==> config.mk <==
export PLATFORM = sky130hd
export DESIGN_NAME = pwm_pair_adc_trig
export DESIGN_NICKNAME = d
export VERILOG_FILES = /design/src/rtl/pwm_trig_pkg.sv /design/src/rtl/pwm_updown_cnt.sv /design/src/rtl/pwm_cmp_detect.sv /design/src/rtl/pwm_trig_out.sv /design/src/rtl/pwm_pair_adc_trig.sv
export SDC_FILE = /design/constraint.sdc
export NUM_CORES = 1
export LEC_CHECK = 0
export BUFFER_PORTS_ARGS = -buffer_cell sky130_fd_sc_hd__buf_2
export CORE_MARGIN = 2
export CORE_UTILIZATION = 45
export CTS_CLUSTER_SIZE = 20
export DETAILED_ROUTE_END_ITERATION = 8
export PLACE_DENSITY = 0.75
export RECOVER_POWER = 50
export SLEW_MARGIN = 20
export SYNTH_ARGS = -nofsm -noshare
export SYNTH_HDL_FRONTEND = slang
export SYNTH_SLANG_ARGS = --single-unit
export TNS_END_PERCENT = 100
==> constraint.sdc <==
create_clock -name clk -period 6.35 [get_ports clk]
set_clock_uncertainty 0.15 [all_clocks]
set_input_delay 1.27 -clock clk [delete_from_list [all_inputs] [get_ports clk]]
set_output_delay 1.27 -clock clk [all_outputs]
set_load 0.02 [all_outputs]
==> src/rtl/pwm_trig_pkg.sv <==
package pwm_trig_pkg;

    localparam int SEL_W = 4;
    localparam int NUM_CMP = 2;

    typedef enum logic [SEL_W-1:0] {
        SRC_ZERO     = 4'h0,
        SRC_TOP      = 4'h1,
        SRC_ZERO_TOP = 4'h2,
        SRC_A_RISE   = 4'h3,
        SRC_A_FALL   = 4'h4,
        SRC_B_RISE   = 4'h8,
        SRC_B_FALL   = 4'h9
    } src_e;

    typedef struct packed {
        logic at_zero;
        logic at_top;
        logic a_rise;
        logic a_fall;
        logic b_rise;
        logic b_fall;
    } evt_t;

    typedef struct packed {
        logic rise;
        logic fall;
    } match_t;

    function automatic logic pick_event(logic [SEL_W-1:0] sel, evt_t e);
        logic hit;
        case (sel)
            SRC_ZERO:     hit = e.at_zero;
            SRC_TOP:      hit = e.at_top;
            SRC_ZERO_TOP: hit = e.at_zero | e.at_top;
            SRC_A_RISE:   hit = e.a_rise;
            SRC_A_FALL:   hit = e.a_fall;
            SRC_B_RISE:   hit = e.b_rise;
            SRC_B_FALL:   hit = e.b_fall;
            default:      hit = 1'b0;
        endcase
        return hit;
    endfunction

endpackage

==> src/rtl/pwm_updown_cnt.sv <==
module pwm_updown_cnt #(
    parameter int CNT_W = 16
) (
    input  logic             clk,
    input  logic             rst,
    input  logic [CNT_W-1:0] top_i,
    output logic [CNT_W-1:0] cnt_o,
    output logic             step_up_o
);
    logic [CNT_W-1:0] cnt_q;
    logic             rising_q;
    logic             step_up;
    logic [CNT_W-1:0] cnt_d;

    // direction of the step leaving the current value
    always_comb begin
        if (cnt_q == '0) begin
            step_up = 1'b1;
        end else begin
            step_up = rising_q && (cnt_q < top_i);
        end
    end

    always_comb begin
        if (top_i == '0) begin
            cnt_d = '0;
        end else if (step_up) begin
            cnt_d = cnt_q + CNT_W'(1);
        end else begin
            cnt_d = cnt_q - CNT_W'(1);
        end
    end

    always_ff @(posedge clk) begin
        if (rst) begin
            cnt_q    <= '0;
            rising_q <= 1'b1;
        end else begin
            cnt_q    <= cnt_d;
            rising_q <= step_up;
        end
    end

    assign cnt_o     = cnt_q;
    assign step_up_o = step_up;
endmodule

==> src/rtl/pwm_cmp_detect.sv <==
module pwm_cmp_detect
    import pwm_trig_pkg::*;
#(
    parameter int CNT_W = 16
) (
    input  logic [CNT_W-1:0] cnt_i,
    input  logic             step_up_i,
    input  logic [CNT_W-1:0] top_i,
    input  logic [CNT_W-1:0] cmp_i,
    output match_t           match_o
);
    logic equal;

    assign equal = (cnt_i == cmp_i);

    always_comb begin
        match_o.rise = equal && step_up_i && (cmp_i != top_i);
        match_o.fall = equal && !step_up_i && (cmp_i != '0);
    end
endmodule

==> src/rtl/pwm_trig_out.sv <==
module pwm_trig_out
    import pwm_trig_pkg::*;
(
    input  logic             clk,
    input  logic             rst,
    input  evt_t             evt_i,
    input  logic [SEL_W-1:0] sel_i,
    input  logic             arm_i,
    output logic             trig_o
);
    logic trig_q;

    always_ff @(posedge clk) begin
        if (rst) begin
            trig_q <= 1'b0;
        end else begin
            trig_q <= arm_i && pick_event(sel_i, evt_i);
        end
    end

    assign trig_o = trig_q;
endmodule

==> src/rtl/pwm_pair_adc_trig.sv <==
module pwm_pair_adc_trig
    import pwm_trig_pkg::*;
#(
    parameter int CNT_W = 16
) (
    input  logic             clk,
    input  logic             rst,
    input  logic [CNT_W-1:0] top_i,
    input  logic [CNT_W-1:0] cmp0_i,
    input  logic [CNT_W-1:0] cmp1_i,
    input  logic [3:0]       src0_i,
    input  logic             arm0_i,
    input  logic [3:0]       src1_i,
    input  logic             arm1_i,
    output logic [CNT_W-1:0] cnt_o,
    output logic             trig0_o,
    output logic             trig1_o
);
    localparam int NUM_OUT = 2;

    logic [CNT_W-1:0] cnt;
    logic             step_up;
    logic [CNT_W-1:0] cmp_arr [NUM_CMP];
    match_t           match   [NUM_CMP];
    evt_t             evt;
    logic [SEL_W-1:0] sel_arr [NUM_OUT];
    logic             arm_arr [NUM_OUT];
    logic             trig_arr[NUM_OUT];

    assign cmp_arr[0] = cmp0_i;
    assign cmp_arr[1] = cmp1_i;
    assign sel_arr[0] = src0_i;
    assign sel_arr[1] = src1_i;
    assign arm_arr[0] = arm0_i;
    assign arm_arr[1] = arm1_i;

    pwm_updown_cnt #(.CNT_W(CNT_W)) i_cnt (
        .clk       (clk),
        .rst       (rst),
        .top_i     (top_i),
        .cnt_o     (cnt),
        .step_up_o (step_up)
    );

    for (genvar c = 0; c < NUM_CMP; c++) begin : g_cmp
        pwm_cmp_detect #(.CNT_W(CNT_W)) i_det (
            .cnt_i     (cnt),
            .step_up_i (step_up),
            .top_i     (top_i),
            .cmp_i     (cmp_arr[c]),
            .match_o   (match[c])
        );
    end

    always_comb begin
        evt.at_zero = (cnt == '0);
        evt.at_top  = (cnt == top_i);
        evt.a_rise  = match[0].rise;
        evt.a_fall  = match[0].fall;
        evt.b_rise  = match[1].rise;
        evt.b_fall  = match[1].fall;
    end

    for (genvar t = 0; t < NUM_OUT; t++) begin : g_out
        pwm_trig_out i_out (
            .clk    (clk),
            .rst    (rst),
            .evt_i  (evt),
            .sel_i  (sel_arr[t]),
            .arm_i  (arm_arr[t]),
            .trig_o (trig_arr[t])
        );
    end

    assign cnt_o   = cnt;
    assign trig0_o = trig_arr[0];
    assign trig1_o = trig_arr[1];
endmodule

==> impl_metrics.ini <==
[routing]
drc_errors = 0
vias = 2867
wirelength_mm = 8.401
drt_iter0_markers = 179
drtPass1Iterations = 4
ant_nets = 0
via_per_inst = 5.948
wl_per_cell_um = 17.43

[grt]
grt_first_pass_wirelength_mm = 12.80
grt_max_degree = 20
gr-total-overflow = 0
grt_antenna_before_repair = 0
grt.total_usage_pct = 25.95
grt_pass1_vias = 2722

[clock_network]
cts_max_path_buffers = 2
clock-root-buffer = clkbuf_8
cts_made_buffers = 3
clk_pin_slew_ps = 90
cts_hold_buf = 0
cts_setup_buffers = 0
cts.repair.resized = 0
clk_latency_ps = 270
cts_sinks = 19
h-tree-depth = 1
cts_tree = built

[timing]
hold_violations = 0
worst_slew_pin_slew_ps = 703.4
period_needed_ps = 4957
grt_setup_unrepaired = false
slew-limit-headroom_pct = 53.11
max_freq_ghz = 0.2017
maxSlewViolCount = 0
final.setup.tns_ps = 0
setup_viol = 0
period_share_pct = 78.06

[setup_path]
worstSetupStartpointType = input port
crit_family = compound AO/OA/AOI/OAI gates
path_buf_inv = 3
critPathMaxFanout = 14
r2r_cells = 15
critical_path_class = in2reg
rrSetupSlack_ps = 2060
crit_chain = buf_2 > inv_1 > ha_1 > a21o_1 > a21oi_1 > o221ai_1 > a211o_2 > nand2_1 > inv_1 > ha_1 > nor2b_1 > o21a_1 > o21ai_1 > a211oi_1 > o31a_1 > o21a_1 > o311ai_1
critPathCaptureType = register
critPathMaxStageDelay_ps = 420
cp.depth = 17
required_ps = 6390
cp_slowest_cell = ha_1
cp.arrival_ps = 5000

[job]
maxCapViolCount = 0

[pwr]
combPwrFrac_pct = 69.7
pwr-share-clk_pct = 8.3
switching_share_pct = 52.85
intPower_uw = 556.3
power.leakage_uw = 0.001296
seqPwrFrac_pct = 22.0
switchingPower_uw = 623.7
peakVddDrop_mv = 0.2352
power_density_mw_per_mm2 = 377.7

[final_layout]
utilization_pct = 56.05
syn_to_final_growth_pct = 18.34
nets = 502
antenna_cells = 0
layout-drive-gt1-share_pct = 17.32

[die]
die_y_um = 80.60
ioPinCount = 78
core.rowCount = 27
die_area_mm2 = 0.006496
start_util_pct = 47.36
die_x_um = 80.60
core_area_mm2 = 0.005574

[min_path]
min_path_cells = 1
hp-class = reg2reg

[place]
gp_congestion = 0.9469
dp_hpwl_mm = 6.774
numPortBuffers = 77

[logic_synthesis]
synth_fp_nets = 424
synth-edff-count = 0
yosysTopAreaCell = dfxtp_1
synth.cells.most_frequent = 43 x xnor2_1, 30 x ha_1, 28 x inv_1, 28 x xor2_1, 25 x nor4_1
yosysWarningCount = 0
synth_flop_cell = dfxtp_1
synth_area_leaders = dfxtp_1 14%, xnor2_1 14%, ha_1 14%
netlist_area_mm2 = 0.002640
yosys_register_bits = 19
synth.distinct_cells = 54
yosysTopAreaCellShare_pct = 14.41
yosysMostFrequentCell = xnor2_1
synth_cells = 333
synthArstFlopShare_pct = 0
ys_seq_area_share_pct = 14.41
synth_area_per_cell_um2 = 7.928

[run_status]
status = finished, final reports clean
[flip-flops by register name (all words and copies together) (netlist names)]
signal              cells
i_cnt.rising_q          1
i_cnt.cnt_o            16
g_out.i_out.trig_o      2
[through the flow]
step / hold slack, ps / setup WS [ps] / area (um^2) / total power, uW / std cells
after global routing: 440.4 / 1176 / 3124 / 1279 / 482
final: 431.6 / 1393 / 3124 / 1180 / 482
after detailed placement: 399.9 / 1164 / 3098 / 1078 / 478
after floorplan: 502.9 / 1704 / 2640 / 852.1 / 333
after CTS: 419.4 / 1428 / 3147 / 1179 / 482
after global placement: 388.4 / 1204 / 3098 / 1062 / 478
[routing by layer]
| metal | vias to the layer above | track usage [%] | part of all wire (%) |
|---|---|---|---|
| met3 | 29 | 4.944 | 8.2 |
| met5 | - | 0 | 0 |
| met1 | 1331 | 30.70 | 41 |
| met4 | 0 | 8.814 | 2.7 |
| li1 | 1376 | - | - |
| met2 | 131 | 46.50 | 48 |
[power by group through the flow]
stage | Sequential [uW] | Combinational [uW] | Clock [uW]
floorplan | 268 | 584 | 0
global placement | 258 | 804 | 0
detailed placement | 260 | 818 | 0
CTS | 257 | 824 | 97.6
global route | 264 | 910 | 104
finish | 260 | 822 | 97.6
[final cells by class]
cell class              instances  area, um^2
flip-flops and latches         19       380.4
repair buffers                 77       362.8
clock inverters                 1       7.507
clock buffers                   3       41.29
fillers                       540        2450
well taps                      72       90.09
multi-input cells             282        2137
inverters                      28       105.1
[logic make-up (layout without fill, tap and decap cells)]
| kind of cell | after synthesis | count (layout) | synth area share, % |
|---|---|---|---|
| xor+xnor | 71 | 71 | 23.55 |
| flops | 19 | 19 | 14.41 |
| buf+inv | 32 | 109 | 4.644 |
| fa+ha+maj | 31 | 31 | 14.98 |
| compound gates | 62 | 62 | 17.49 |
| simple gates | 118 | 118 | 24.93 |
[worst paths after layout]
| kind | from | to |
|---|---|---|
| worst min register to register | i_cnt.cnt_o[0] | i_cnt.cnt_o[0] |
| worst min-delay path | i_cnt.cnt_o[0] | i_cnt.cnt_o[0] |
| worst max-delay path | top_i[3] | i_cnt.cnt_o[14] |
| worst max register to register | i_cnt.cnt_o[9] | i_cnt.cnt_o[14] |
[worst register-to-register path: cells and delay by family (launching register included)]
kind | cells | cell delay, ps
buffers and inverters | 1 | 260
adders and majority gates | 2 | 750
DFF | 1 | 540
and+or+nand+nor | 3 | 330
AOI/OAI and AO/OA | 9 | 2190
[layout by cell type, fill, tap and decap left out, drive strengths merged, types with 16 or more instances in the layout]
cell type	Yosys	routed
buf	2	59
xnor2	43	43
ha	30	30
inv	28	28
xor2	28	28
nor4	26	26
nor2	21	21
clkbuf	2	21
dfxtp	19	19
nand4	17	17
nand2	16	16
No activity file was read; power rests on OpenSTA's default activity.
